<file path="src/rtl/bpsel_pkg.sv">
`timescale 1ns/1ps
package bpsel_pkg;

  localparam int TAP_W = 4;

  localparam logic [TAP_W-1:0] TAP_RESET    = 4'hF;
  localparam logic [TAP_W-1:0] TAP_IDLE     = 4'hC;
  localparam logic [TAP_W-1:0] TAP_PAUSE_DR = 4'h3;
  localparam logic [TAP_W-1:0] TAP_PAUSE_IR = 4'hB;

  // symbol code is {earlier bit, later bit}
  typedef enum logic [1:0] {
    SYM_SEL   = 2'b00,
    SYM_DATA1 = 2'b01,
    SYM_DATA0 = 2'b10,
    SYM_IDLE  = 2'b11
  } sym_e;

  typedef enum logic [1:0] {
    ST_HUNT,
    ST_DATA,
    ST_CSEL,
    ST_CIDLE
  } st_e;

  typedef struct packed {
    logic clrHist;
    logic takeFirst;
    logic shiftBit;
    logic clrAddr;
  } strobe_t;

  function automatic logic tapQuiet(input logic [TAP_W-1:0] s);
    return (s == TAP_RESET) || (s == TAP_IDLE) ||
           (s == TAP_PAUSE_DR) || (s == TAP_PAUSE_IR);
  endfunction

endpackage

</file>
<file path="src/rtl/bpsel_dp.sv">
`timescale 1ns/1ps
module bpsel_dp
  import bpsel_pkg::*;
#(
  parameter int ADDR_W = 10
) (
  input  logic                clk,
  input  logic                rst,
  input  logic                serialIn,
  input  logic                modeIn,
  input  logic [TAP_W-1:0]    tapState,
  input  logic [ADDR_W-1:0]   devAddr,
  input  strobe_t             strb,
  output sym_e                sym,
  output logic                openSeen,
  output logic                disrupt,
  output logic                addrEq
);

  localparam int HIST_W = 3;

  logic [HIST_W-1:0] hist;
  logic              firstBit;
  logic [ADDR_W-1:0] rxAddr;
  logic [TAP_W-1:0]  prevTap;
  logic              prevMode;
  logic              primed;

  // pair formed by the stored first bit and the bit on the line now
  assign sym = sym_e'({firstBit, serialIn});

  // idle pair followed by select pair, ending with the current sample
  assign openSeen = ({hist, serialIn} == {2'b11, 2'b00});

  assign disrupt = !tapQuiet(tapState) ||
                   (primed && ((tapState != prevTap) || (modeIn != prevMode)));

  assign addrEq = (rxAddr == devAddr);

  always_ff @(posedge clk) begin
    if (rst) begin
      hist     <= '0;
      firstBit <= 1'b0;
      rxAddr   <= '0;
      prevTap  <= '0;
      prevMode <= 1'b0;
      primed   <= 1'b0;
    end else begin
      primed   <= 1'b1;
      prevTap  <= tapState;
      prevMode <= modeIn;
      if (strb.clrHist) hist <= '0;
      else              hist <= {hist[HIST_W-2:0], serialIn};
      if (strb.takeFirst) firstBit <= serialIn;
      if (strb.clrAddr)       rxAddr <= '0;
      else if (strb.shiftBit) rxAddr <= {(sym == SYM_DATA1), rxAddr[ADDR_W-1:1]};
    end
  end

endmodule

</file>
<file path="src/rtl/bpsel_ctl.sv">
`timescale 1ns/1ps
module bpsel_ctl
  import bpsel_pkg::*;
#(
  parameter int ADDR_W = 10
) (
  input  logic    clk,
  input  logic    rst,
  input  sym_e    sym,
  input  logic    openSeen,
  input  logic    disrupt,
  input  logic    addrEq,
  output strobe_t strb,
  output logic    selMatch
);

  localparam int CNT_W = (ADDR_W > 1) ? $clog2(ADDR_W) : 1;
  localparam logic [CNT_W-1:0] LAST_IDX = CNT_W'(ADDR_W - 1);

  st_e              st, stNxt;
  logic             half, halfNxt;
  logic [CNT_W-1:0] cnt, cntNxt;
  logic             fire;
  logic             isData;

  assign isData = (sym == SYM_DATA0) || (sym == SYM_DATA1);

  always_comb begin
    stNxt   = st;
    halfNxt = half;
    cntNxt  = cnt;
    strb    = '0;
    fire    = 1'b0;
    if (disrupt) begin
      strb.clrHist = 1'b1;
      stNxt        = ST_HUNT;
      halfNxt      = 1'b0;
    end else if (st == ST_HUNT) begin
      if (openSeen) begin
        stNxt        = ST_DATA;
        halfNxt      = 1'b0;
        cntNxt       = '0;
        strb.clrAddr = 1'b1;
      end
    end else if (!half) begin
      strb.takeFirst = 1'b1;
      halfNxt        = 1'b1;
    end else begin
      halfNxt = 1'b0;
      unique case (st)
        ST_DATA: begin
          if (isData) begin
            strb.shiftBit = 1'b1;
            if (cnt == LAST_IDX) stNxt = ST_CSEL;
            else                 cntNxt = cnt + 1'b1;
          end else begin
            stNxt = ST_HUNT;
          end
        end
        ST_CSEL:  stNxt = (sym == SYM_SEL) ? ST_CIDLE : ST_HUNT;
        ST_CIDLE: begin
          stNxt = ST_HUNT;
          fire  = (sym == SYM_IDLE);
        end
        default:  stNxt = ST_HUNT;
      endcase
    end
  end

  always_ff @(posedge clk) begin
    if (rst) begin
      st       <= ST_HUNT;
      half     <= 1'b0;
      cnt      <= '0;
      selMatch <= 1'b0;
    end else begin
      st       <= stNxt;
      half     <= halfNxt;
      cnt      <= cntNxt;
      selMatch <= fire && addrEq;
    end
  end

endmodule

</file>
<file path="src/rtl/bpsel_rx.sv">
`timescale 1ns/1ps
module bpsel_rx
  import bpsel_pkg::*;
#(
  parameter int ADDR_W = 10
) (
  input  logic              clk,
  input  logic              rst,
  input  logic              serialIn,
  input  logic              modeIn,
  input  logic [3:0]        tapState,
  input  logic [ADDR_W-1:0] devAddr,
  output logic              selMatch
);

  strobe_t strb;
  sym_e    sym;
  logic    openSeen;
  logic    disrupt;
  logic    addrEq;

  bpsel_dp #(.ADDR_W(ADDR_W)) u_dp (
    .clk      (clk),
    .rst      (rst),
    .serialIn (serialIn),
    .modeIn   (modeIn),
    .tapState (tapState),
    .devAddr  (devAddr),
    .strb     (strb),
    .sym      (sym),
    .openSeen (openSeen),
    .disrupt  (disrupt),
    .addrEq   (addrEq)
  );

  bpsel_ctl #(.ADDR_W(ADDR_W)) u_ctl (
    .clk      (clk),
    .rst      (rst),
    .sym      (sym),
    .openSeen (openSeen),
    .disrupt  (disrupt),
    .addrEq   (addrEq),
    .strb     (strb),
    .selMatch (selMatch)
  );

endmodule

</file>
<file path="config.mk">
export PLATFORM = sky130hd
export DESIGN_NAME = bpsel_rx
export DESIGN_NICKNAME = d
export VERILOG_FILES = /design/src/rtl/bpsel_pkg.sv /design/src/rtl/bpsel_dp.sv /design/src/rtl/bpsel_ctl.sv /design/src/rtl/bpsel_rx.sv
export SDC_FILE = /design/constraint.sdc
export NUM_CORES = 1
export LEC_CHECK = 0
export CORE_MARGIN = 8
export CORE_UTILIZATION = 39
export DETAILED_ROUTE_END_ITERATION = 8
export DONT_BUFFER_PORTS = 1
export GPL_ROUTABILITY_DRIVEN = 1
export PLACE_DENSITY = 0.52
export SYNTH_ARGS = -nofsm -noshare
export SYNTH_HDL_FRONTEND = slang
export SYNTH_SLANG_ARGS = --single-unit
</file>
<file path="constraint.sdc">
create_clock -name clk -period 5.8 [get_ports clk]
set_input_delay 1.45 -clock clk [delete_from_list [all_inputs] [get_ports clk]]
set_output_delay 1.45 -clock clk [all_outputs]
set_load 0.01 [all_outputs]
</file>
==> After elaboration in Yosys (flattened, before gate mapping) <==
Index checks and enable logic that the tools add are counted.
{ "totals": {"input_bits": 18, "register_bits": 28, "word_cells": 78} }
{ "op_classes": {"reduce_logical": 19, "bitwise": 1, "n_addsub": 1, "muxes": 29, "eq_ne": 18} }
{ "op_table": {"columns": ["op", "count"], "rows": [
  ["two-way mux 4 bit", 6],
  ["== test 4 bit (second input constant)", 5],
  ["two-way mux 1 bit", 14],
  ["two-way mux 2 bit", 7],
  ["== test 10 bit", 1],
  ["== test 2 bit (second input constant)", 4],
  ["logical OR 1 bit", 6],
  ["AND reduction 6 bit", 1],
  ["nonzero test 2 bit", 3],
  ["OR reduction 2 bit", 3],
  ["adder 4 x 1 -> 4 bit (second input constant)", 1],
  ["== test 2 x 1 -> 1 bit (second input constant)", 2],
  ["== test 4 x 2 -> 1 bit (second input constant)", 1],
  ["logical NOT 2 bit", 2],
  ["inequality test 4 bit", 1],
  ["inequality test 4 bit (second input constant)", 1],
  ["case mux 2 bit (2 select lines)", 1],
  ["two-way mux 3 bit", 1],
  ["AND reduction 3 bit", 1],
  ["logical AND 1 bit", 2],
  ["inequality test 2 x 1 -> 1 bit (second input constant)", 1],
  ["inequality test 2 bit (second input constant)", 1],
  ["logical NOT 1 bit", 1],
  ["inequality test 1 bit", 1],
  ["inverter 1 bit", 1]
]} }

==> Longest topological paths before layout <==
Gate-level depths: netlist of the first run.
{ "logic_depth": {"depth_word": 8, "mapped_depth": 8} }

==> Modules after synthesis <==
A second synthesis of the first run with hierarchy kept.
{ "unflattened": {"cells_unflattened": 158, "hier_area_um2": 1486.4} }
{ "modules_own_cells": {"columns": ["module", "seq_area_each_um2", "area_per_inst_um2", "n_inst", "cells_per_inst"], "rows": [
  ["bpsel_dp", 400.4, 867.1, 1, 86],
  ["bpsel_ctl", 160.2, 619.3, 1, 72]
]} }

==> Worst setup path after synthesis of the first run <==
OpenSTA, ideal clock, no wires.
{ "synth_timing": {"kind": "input port to flip-flop", "startpoint": "in tapState[0]", "endpoint": "reg u_ctl.cnt[2]", "path_stages": 5, "n_path_buf": 0, "t_arrival_ns": 2.752, "required_ns": 5.729, "setup_slack_ns": 2.977, "path_cell_list": "xor2_1 -> o31ai_4 -> o2111ai_4 -> or4_1 -> a21oi_1"} }
{ "synth_between": {"elab_chain_len": 8, "elab_cells_between_ends": 14} }
{ "synth_rtl": {"columns": ["element", "line_no", "text"], "rows": [
  ["start: declaration", "bpsel_rx.sv:11", "input logic [3:0] tapState,"],
  ["== test 4 bit", "bpsel_pkg.sv:34", "return (s == TAP_RESET) || (s == TAP_IDLE) ||"],
  ["logical OR 1 bit (2 in series)", "bpsel_pkg.sv:34", null],
  ["logical OR 1 bit", "bpsel_pkg.sv:35", "(s == TAP_PAUSE_DR) || (s == TAP_PAUSE_IR);"],
  ["logical NOT 1 bit", "bpsel_dp.sv:35", "assign disrupt = !tapQuiet(tapState) ||"],
  ["logical OR 1 bit (*)", "bpsel_dp.sv:35", null],
  ["inverter 1 bit (no line) (*)", null, null],
  ["AND reduction 6 bit (no line) (*)", null, null],
  ["end signal: assignment", "bpsel_ctl.sv:79", "cnt <= cntNxt;"],
  ["end: declaration", "bpsel_ctl.sv:22", "logic [CNT_W-1:0] cnt, cntNxt;"]
]} }
Mark *: on every way between the ends. The rest lies on a longest branch, timed or not.
A chain may end at the register's enable or synchronous reset.

==> Worst setup path in the final report of the first run <==
{ "layout_timing": {"startpoint": "in tapState[0]", "endpoint": "reg u_dp.rxAddr[1]"} }
{ "layout_between": {"elab_chain_len": 8, "elab_cells_between_ends": 14} }
{ "layout_rtl": {"columns": ["element", "line_no", "text"], "rows": [
  ["== test 4 bit", "bpsel_pkg.sv:34", null],
  ["logical OR 1 bit (2 in series)", "bpsel_pkg.sv:34", null],
  ["logical OR 1 bit", "bpsel_pkg.sv:35", null],
  ["logical NOT 1 bit", "bpsel_dp.sv:35", null],
  ["logical OR 1 bit (*)", "bpsel_dp.sv:35", null],
  ["two-way mux 3 bit (*)", "bpsel_ctl.sv:34", "if (disrupt) begin"],
  ["OR reduction 2 bit (no line)", null, null],
  ["end signal: assignment", "bpsel_dp.sv:56", "else if (strb.shiftBit) rxAddr <= {(sym == SYM_DATA1), rxAddr[ADDR_W-1:1]};"],
  ["end: declaration", "bpsel_dp.sv:24", "logic [ADDR_W-1:0] rxAddr;"]
]} }
Marked as above.

==> reports/qor.yml, run 1 <==
critical_path:
  worstSetupStartpoint: "tapState[0]"
  end_kind: "register"
  crit_fanout: 10
  crit_path_cell_trace: "xor2_1 > o31ai_4 > nand4_1 > mux2i_1 > nor2_1"
  path_buf_inv: 0
  worstPathRequired_ps: 6020
  start_kind: "input port"
  slowest_delay_ps: 630
  crit_type: "in -> reg"
  critPathTopFamily: "simple AND/OR/NAND/NOR gates"
  critical-path-slowest-cell: "nand4_1"
  crit_arrival_ps: 3040
  r2r_start: "u_ctl.st[0]$_SDFFE_PP0P_"
synthesis:
  synthAdderAreaFrac_pct: 7.95
  synth_edf_count: 0
  avgSynthCellArea_sq_um: 9.57
  ys_seq_area_share_pct: 39.6
  synth_top_family_by_area: "simple AND/OR/NAND/NOR gates"
  synthMuxAreaShare_pct: 7.77
  yosysTopAreaCell: "dfxtp_1"
  synth.distinct_cells: 30
  yosys-top-cells-area: "dfxtp_1 (40%), ha_1 (8.0%), mux2i_1 (7.8%), nor2_1 (5.6%), xnor2_1 (4.9%)"
  synth_xor_xnor_area_share_pct: 9.89
  syn_nets: 175
  async_reset_ff_share_pct: 0
  synth_top_area_share_pct: 39.6
  syn_inst: 148
  ys.flop_type: "dfxtp_1"
  ys_ff_latch: 28
  yosysMostFrequentCell: "dfxtp_1"
  syn_area_sq_um: 1420
  ys_warn_count: 0
  synth_top_cells_by_count: "dfxtp_1 (28), nor2_1 (21), mux2i_1 (11)"
  synth-simple-area-share_pct: 21.0
  synth_compound_area_share_pct: 11.0
clock_network:
  postCtsSetupRepairBufs: 0
  clock_latency_ps: 320
  cts_tree: "yes"
  htree_levels: 1
  clock_path_buffers: 2
  cts_buffers: 3
  cts_resized: 0
  clk_transition_reported_paths_ps: 140
  cts.sinks: 28
  cts_hold_buf: 0
  cts_root_buf: "clkbuf_4"
layout:
  fin_area_sq_um: 1490
  nets: 177
  drive_gt1_share_pct: 4.73
  synthToLayoutAreaGrowth_pct: 4.95
  n_antenna_cell: 0
  fillers: 368
die:
  start_util_pct: 39.6
  core_sq_um: 3580
  rows: 22
  die_y_um: 76.3
  dieArea_sq_um: 5820
  die_w_um: 76.3
  io_pins: 19
grt:
  grt.overflow.total: 0
  grt_pass1_wl_um: 4720
  grt_pass1_vias: 1043
  antenna_found_initial: 0
  grt_max_degree: 15
  track_usage_pct: 9.63
timing:
  worstMarginPinSlew_ps: 708
  fin_tns_setup_ps: 0
  hold_viol_final: 0
  rsz0062_at_grt: "no"
  max_freq_mhz: 354
  min_period_ps: 2820
  post-route-period-util_pct: 48.7
  fin_worst_skew_ps: 3.02
  setup_violations: 0
  final_max_slew_viol_count: 0
  slew_headroom_pct: 52.7
drt:
  wl_um: 2690
  first_pass_iters: 4
  vias: 997
  drc_errors: 0
  wl_per_cell_um: 13.7
  drt_iter0_markers: 30
  vias_per_cell: 5.09
  antenna_left: 0
power:
  p_int_w: 0.000227
  seqPwrFrac_pct: 66.6
  power.switching_w: 0.0000666
  clkPwrFrac_pct: 26.8
  swShare_pct: 22.6
  combinationalPowerShare_pct: 6.6
  ir_worst_vdd_mv: 0.131
  power.leakage_nw: 0.593
  power.density_nw_per_um2: 198
min_path:
  hp-start: "u_dp.hist[0]$_SDFF_PP0_"
  hold_class: "reg -> reg"
status:
  status: "finished clean"
placement:
  gp_congestion: 0.742
  placed_area_sq_um: 1460
  dp_hpwl_um: 2070
  io_buffers: 0
flow_run:
  drv_cap: 0
worst paths after layout:
kind	end	slack (ps)	cells past startpoint
min reg2reg	u_dp.hist[1]$_SDFF_PP0_	470	1
min	u_dp.hist[1]$_SDFF_PP0_	470	1
max	u_dp.rxAddr[1]$_SDFFE_PP0P_	2980	5
max reg2reg	u_ctl.cnt[2]$_SDFFE_PP0P_	3310	7
registers in the layout, summed over array words and instances (netlist names):
register and flops:
u_ctl.cnt 4, u_ctl.half 1, u_ctl.st 2, u_dp.prevTap 4, u_dp.primed 1, u_dp.prevMode 1, u_dp.hist 3, u_dp.firstBit 1
u_dp.rxAddr 10, u_ctl.selMatch 1
through the flow:
stage          setup slack, ps  power [W]  hold slack [ps]  utilization [%]  instances
2_1_floorplan             2980   0.000218              420                -        148
3_3_place_gp              2670   0.000219              430             40.9        193
3_5_place_dp              2620   0.000220              440             40.9        193
4_1_cts                   2990   0.000299              476             41.5        196
5_1_grt                   2820   0.000310              494             41.5        196
6_report                  2980   0.000294              472             41.5        196
power groups by stage:
| stage | Combinational, W | Clock (W) | Sequential [W] |
|---|---|---|---|
| floorplan | 0.0000177 | 0 | 0.000200 |
| global placement | 0.0000192 | 0 | 0.000200 |
| detailed placement | 0.0000195 | 0 | 0.000200 |
| CTS | 0.0000196 | 0.0000830 | 0.000196 |
| global route | 0.0000218 | 0.0000921 | 0.000196 |
| finish | 0.0000193 | 0.0000788 | 0.000196 |
routing by layer:
layer  global-route usage [%]  vias up  part of all wire (%)
met2                     14.9       20                    47
met3                     4.01        2                   6.3
met4                     2.31        0                  0.78
met5                        0        -                     0
li1                         -      515                     -
met1                     12.0      460                    46
cells in the final DEF, fill, tap and decap left out, types with 3 or more instances in the layout:
cell,count
dfxtp_1,28
nor2_1,21
mux2i_1,11
ha_1,9
nor2b_1,8
xor2_1,8
xnor2_1,8
inv_1,7
a21oi_1,6
nand4_1,6
o21ai_0,5
nand2_1,4
nand3_1,3
nor4_1,3
clkbuf_4,3
cell type report:
type	count	area, sq um	share of cell area, %
well taps	48	60.1	4.04
clock buffers	3	22.5	1.52
multi-input cells	110	817	55.0
flip-flops and latches	28	561	37.7
inverters	7	26.3	1.77
cells by family (layout without fill, tap and decap cells):
group / after synthesis / count (layout)
flops: 28 / 28
compound gates: 19 / 19
xor+xnor: 16 / 16
mux: 11 / 11
simple gates: 55 / 55
fa+ha+maj: 9 / 9
buf+inv: 10 / 10
(Power assumes the default switching activity.)
==> inputs of run 2 (changes only) <==
--- a/config.mk
+++ b/config.mk
@@ -5,6 +5,7 @@
 export SDC_FILE = /design/constraint.sdc
 export NUM_CORES = 1
 export LEC_CHECK = 0
+export ABC_AREA = 1
 export CORE_MARGIN = 8
 export CORE_UTILIZATION = 39
 export DETAILED_ROUTE_END_ITERATION = 8
==> constraint.sdc (replaced) <==
create_clock -name clk -period 2.8 [get_ports clk]
set_input_delay 0.7 -clock clk [delete_from_list [all_inputs] [get_ports clk]]
set_output_delay 0.7 -clock clk [all_outputs]
set_load 0.01 [all_outputs]
==> run 2 against run 1 <==
Clock skew rose by 1.5 ps; via count rose by 25%; sequential power rose by 110%; design area rose by 6.5%; routed wire length rose by 12%; global-route usage rose by 0.68 points; combinational power rose by 140%; non-clock buffer count rose by 1; critical path type is now reg -> reg; highest routed layer unchanged.
==> reports/qor.yml, run 2 <==
layout:
  seq_area_sq_um: 561
  largestRegisters: "u_dp.rxAddr x10, u_ctl.cnt x4, u_dp.prevTap x4"
  layout_commonest_cell: "nand2_1"
  fin_area_sq_um: 1580
  largest_reg_flops: 10
  fillers: 386
  final_cell_mix: "nand2_1 (46), dfxtp_1 (28), nor2_1 (26)"
  n_antenna_cell: 0
  top_register: "u_dp.rxAddr"
  multiInputGateArea_sq_um: 798
  drive_gt1_share_pct: 8.78
  synthToLayoutAreaGrowth_pct: 6.39
  fin_util_pct: 43.2
  nets: 233
flow_run:
  drv_cap: 0
synthesis:
  ys_seq_area_share_pct: 37.7
  synth_edf_count: 0
  ys_ff_latch: 28
  ys_warn_count: 0
  avgSynthCellArea_sq_um: 7.29
  yosys-top-cells-area: "dfxtp_1 (38%), nand2_1 (12%), ha_1 (7.6%), nor2_1 (6.6%), inv_1 (6.1%)"
  ys.flop_type: "dfxtp_1"
  yosysTopAreaCell: "dfxtp_1"
  yosysMostFrequentCell: "nand2_1"
  synth_top_area_share_pct: 37.7
  syn_inst: 204
  syn_nets: 231
  synth_top_cells_by_count: "nand2_1 (46), dfxtp_1 (28), nor2_1 (26)"
  async_reset_ff_share_pct: 0
  syn_area_sq_um: 1490
  synth.distinct_cells: 27
placement:
  gp_congestion: 0.800
  dp_hpwl_um: 2340
  io_buffers: 0
  placed_area_sq_um: 1530
power:
  power.density_nw_per_um2: 442
  power.leakage_nw: 0.677
  ir_worst_vdd_mv: 0.189
clock_network:
  cts_root_buf: "clkbuf_8"
  cts_tree: "yes"
  cts.sinks: 28
  clock_path_buffers: 2
  cts_resized: 0
  clock_latency_ps: 270
  cts_hold_buf: 0
  htree_levels: 1
  clk_transition_reported_paths_ps: 90
  postCtsSetupRepairBufs: 0
  cts_buffers: 3
drt:
  wl_um: 3020
  vias: 1249
  drt_iter0_markers: 131
  wl_per_cell_um: 11.9
  vias_per_cell: 4.94
  drc_errors: 0
  first_pass_iters: 4
  antenna_left: 0
timing:
  hold_viol_final: 0
  fin_worst_skew_ps: 4.51
  worstMarginPinSlew_ps: 416
  post-route-period-util_pct: 63.5
  final_max_slew_viol_count: 0
  min_period_ps: 1780
  rsz0062_at_grt: "no"
  max_freq_mhz: 562
  slew_headroom_pct: 72.2
  setup_violations: 0
  fin_tns_setup_ps: 0
grt:
  grt_pass1_vias: 1233
  antenna_found_initial: 0
  grt_pass1_wl_um: 5260
  grt_max_degree: 18
  track_usage_pct: 10.3
  grt.overflow.total: 0
die:
  dieArea_sq_um: 6050
  rows: 22
  io_pins: 19
  die_y_um: 77.8
  core_sq_um: 3660
  start_util_pct: 40.6
  die_w_um: 77.8
critical_path:
  worstPathRequired_ps: 2960
  crit_arrival_ps: 1940
  crit_fanout: 11
  end_kind: "register"
  crit_type: "reg -> reg"
  start_kind: "register"
status:
  status: "finished clean"
min_path:
  hold_class: "reg -> reg"
-- run 2: critical path, stage by stage, from the launching register on --
cell     delay (ps)
dfxtp_1         390
inv_1            80
ha_1            300
inv_1           150
nand2_1         100
nor2_1           90
buf_4           170
nand3_2         200
nand2_1         120
a21oi_1          70
-- run 2: cell type report --
type	count	share of cell area [%]
sequential	28	35.4
clock buffer	4	3.48
inverter	27	6.40
tap	48	3.79
timing repair buffer	1	0.474
multi-input combinational	145	50.4
-- run 2: cell families (layout without fill, tap and decap cells) --
logic type / after synthesis / count (layout) / share of synthesized area [%]
buffers and inverters: 31 / 32 / 8.66
DFF: 28 / 28 / 37.7
and+or+nand+nor: 109 / 109 / 35.0
xor gates and xnor gates: 6 / 6 / 3.53
AOI/OAI and AO/OA: 21 / 21 / 7.57
adders and majority gates: 9 / 9 / 7.57
-- run 2: final timing paths --
check | from | end | slack [ps] | depth (start not counted)
max | u_ctl.st[0]$_SDFFE_PP0P_ | u_dp.rxAddr[0]$_SDFFE_PP0P_ | 1020 | 9
min | u_dp.hist[0]$_SDFF_PP0_ | u_dp.hist[1]$_SDFF_PP0_ | 440 | 2
max reg2reg | u_ctl.st[0]$_SDFFE_PP0P_ | u_dp.rxAddr[0]$_SDFFE_PP0P_ | 1020 | 9
min reg2reg | u_dp.hist[0]$_SDFF_PP0_ | u_dp.hist[1]$_SDFF_PP0_ | 440 | 2
-- run 2: layer usage --
layer / track usage [%] / part of all wire (%) / up-vias
met5: 0 / 0 / -
met2: 17.5 / 48 / 14
li1: - / - / 662
met1: 12.2 / 47 / 569
met3: 2.65 / 4.0 / 4
met4: 3.77 / 1.1 / 0
-- run 2: power by group --
group          total [W]  switching, W  leakage, nW  internal (W)
registers       0.000405    0.00000246        0.227      0.000403
logic          0.0000467     0.0000310        0.421     0.0000157
clock network   0.000247      0.000121       0.0288      0.000126
total           0.000699      0.000154        0.677      0.000544
-- run 2: per-stage QoR --
| stage | worst slack, ps | instances | total power (W) | hold slack [ps] |
|---|---|---|---|---|
| after global placement | 931 | 249 | 0.000460 | 414 |
| after floorplan | 1070 | 204 | 0.000457 | 408 |
| after detailed placement | 926 | 249 | 0.000461 | 430 |
| after global routing | 830 | 253 | 0.000734 | 460 |
| after CTS | 1000 | 253 | 0.000710 | 445 |
| final | 1020 | 253 | 0.000699 | 436 |
==> inputs of run 3 (changes only) <==
--- a/config.mk
+++ b/config.mk
@@ -5,7 +5,7 @@
 export SDC_FILE = /design/constraint.sdc
 export NUM_CORES = 1
 export LEC_CHECK = 0
-export ABC_AREA = 1
+export ABC_AREA = 0
 export CORE_MARGIN = 8
 export CORE_UTILIZATION = 39
 export DETAILED_ROUTE_END_ITERATION = 8
==> constraint.sdc (replaced) <==
create_clock -name clk -period 1.7 [get_ports clk]
set_input_delay 0.425 -clock clk [delete_from_list [all_inputs] [get_ports clk]]
set_output_delay 0.425 -clock clk [all_outputs]
set_load 0.01 [all_outputs]
==> run 3 against run 2 <==
The flow now finishes with violations (setup timing); die area down 3.8%; non-clock buffer count increased by 24; maximum frequency increased by 1.3%; flip-flop and latch count did not move; design area grew 14%; largest power group unchanged; highest routed layer unchanged.
==> reports/qor.yml, run 3 (synthesis results as in run 1) <==
clock_network:
  cts.sinks: 28
  clock_latency_ps: 330
  cts_root_buf: "clkbuf_4"
  htree_levels: 1
  clock_path_buffers: 2
  cts_hold_buf: 0
  cts_tree: "yes"
  cts_buffers: 3
  clk_transition_reported_paths_ps: 160
die:
  die_y_um: 76.3
  die_w_um: 76.3
  start_util_pct: 39.6
  io_pins: 19
  core_sq_um: 3580
  rows: 22
  dieArea_sq_um: 5820
layout:
  drive_gt1_share_pct: 28.7
  layout_commonest_cell: "dfxtp_1"
  multiInputGateArea_sq_um: 885
  largestRegisters: "u_dp.rxAddr x10, u_ctl.cnt x4, u_dp.prevTap x4"
  synthToLayoutAreaGrowth_pct: 27.2
  top_register: "u_dp.rxAddr"
  n_antenna_cell: 0
  largest_reg_flops: 10
  fillers: 360
  seq_area_sq_um: 566
  final_cell_mix: "dfxtp_1 (24), buf_4 (23), nor2_1 (18)"
  nets: 202
  fin_area_sq_um: 1800
power:
  power.density_nw_per_um2: 667
  ir_worst_vdd_mv: 0.681
  power_w: 0.00120
  power.leakage_nw: 0.751
drt:
  wl_met1_um: 1360
  vias_per_cell: 5.09
  vias: 1129
  dr_wl_met2_um: 1410
  first_pass_iters: 5
  wl_um: 2970
  wl_per_cell_um: 13.4
  drc_errors: 0
  drt_iter0_markers: 29
  top_layer: "met4"
  antenna_left: 0
  wl_met3_um: 144
timing:
  setup_violations: 4
  min_period_ps: 1760
  worstMarginPinSlew_ps: 272
  rsz0062_at_grt: "yes"
  fin_tns_setup_ps: -162
  timing.hold.ws_ps: 129
  max_freq_mhz: 570
  post-route-period-util_pct: 103
  slew_headroom_pct: 81.7
  fin_worst_skew_ps: 4.05
  final.setup.worst_slack_ps: -55.4
  hold_viol_final: 0
  final_max_slew_viol_count: 0
critical_path:
  crit_fanout: 4
  start_kind: "register"
  rr_worst_depth: 7
  crit_path_cell_trace: "inv_2 > ha_4 > nand4b_1 > nor2_4 > o2111ai_4 > or4b_1 > a21oi_1"
  slowest_delay_ps: 490
  end_kind: "register"
  rrSetupSlack_ps: -60
  critical-path-slowest-cell: "or4b_1"
  critical_path.reg2reg.endpoint: "u_ctl.cnt[1]$_SDFFE_PP0P_"
  worstPathRequired_ps: 1980
  crit_type: "reg -> reg"
  crit_arrival_ps: 2030
  r2r_start: "u_ctl.st[1]$_SDFFE_PP0P_"
placement:
  gp_congestion: 0.816
  io_buffers: 0
  dp_slack_ps: -148
  placed_area_sq_um: 1670
  dp_hpwl_um: 2280
grt:
  grt_max_degree: 17
  grt.overflow.total: 0
  grt_pass1_vias: 1083
  antenna_found_initial: 0
  grt_pass1_wl_um: 4950
  track_usage_pct: 10.1
status:
  status: "finished with violations"
  violations: "setup timing"
min_path:
  hold_class: "in -> reg"
  holdPathStages: 1
  whs_endpoint: "u_ctl.cnt[2]$_SDFFE_PP0P_"
  hp-start: "rst"
flow_run:
  drv_cap: 0
## run 3: cell count changes in the layout (fill, tap and decap cells not counted), sizes merged, moves of 6 or more
cell / previous run / this run
nand2: 48 / 4
a21oi: 15 / 6
inv: 27 / 7
nand4: 13 / 6
mux2i: 0 / 11
nor2: 27 / 21
buf: 1 / 25
nand3: 13 / 3
nor2b: 1 / 8
## run 3: per-layer routing
layer / GRT usage, % / vias to the layer above
li1: - / 560
met1: 12.4 / 541
met2: 16.4 / 21
met3: 2.71 / 7
met4: 3.85 / 0
met5: 0 / -
## run 3: worst max-delay path by stage
stage	slack, ps	to	startpoint
2_1_floorplan	-90	u_ctl.cnt[2]$_SDFFE_PP0P_	tapState[3]
3_3_place_gp	-110	u_ctl.cnt[2]$_SDFFE_PP0P_	serialIn
3_5_place_dp	-150	u_ctl.cnt[2]$_SDFFE_PP0P_	u_ctl.st[0]$_SDFFE_PP0P_
4_1_cts	-60	u_ctl.cnt[0]$_SDFFE_PP0P_	u_ctl.st[0]$_SDFFE_PP0P_
5_1_grt	-170	u_ctl.cnt[0]$_SDFFE_PP0P_	u_ctl.st[1]$_SDFFE_PP0P_
6_report	-60	u_ctl.cnt[1]$_SDFFE_PP0P_	u_ctl.st[1]$_SDFFE_PP0P_
## run 3: worst max-delay path, delay by kind of cell (launching register included)
kind | cells | cell delay (ps)
and+or+nand+nor | 3 | 840
DFF | 1 | 360
AOI/OAI and AO/OA | 2 | 280
adders and majority gates | 1 | 150
buffers and inverters | 1 | 70
## run 3: area by class of cell
type / instances / area share (%)
clock buffer: 3 / 1.25
tap: 48 / 3.33
sequential: 28 / 31.4
timing repair buffer: 25 / 11.8
inverter: 7 / 1.46
clock inverter: 1 / 1.67
multi-input combinational: 110 / 49.1
## run 3: power by group
group / internal [W] / switching (W) / total, W
registers: 0.000665 / 0.00000436 / 0.000669
clock network: 0.000239 / 0.000204 / 0.000442
logic: 0.0000462 / 0.0000432 / 0.0000895
total: 0.000950 / 0.000251 / 0.00120
## run 3: what timing repair did
action	in CTS	in global routing
pin swaps	4	7
gates resized for setup	7	9
endpoints found under the setup margin	16	17
buffers inserted	3	0
gates cloned	0	0
## run 3: through the flow
| step | instances | utilization (%) |
|---|---|---|
| global placement | 215 | 46.7 |
| global route | 222 | 50.3 |
| floorplan | 148 | - |
| CTS | 222 | 49.6 |
| detailed placement | 215 | 46.7 |
| finish | 222 | 50.3 |
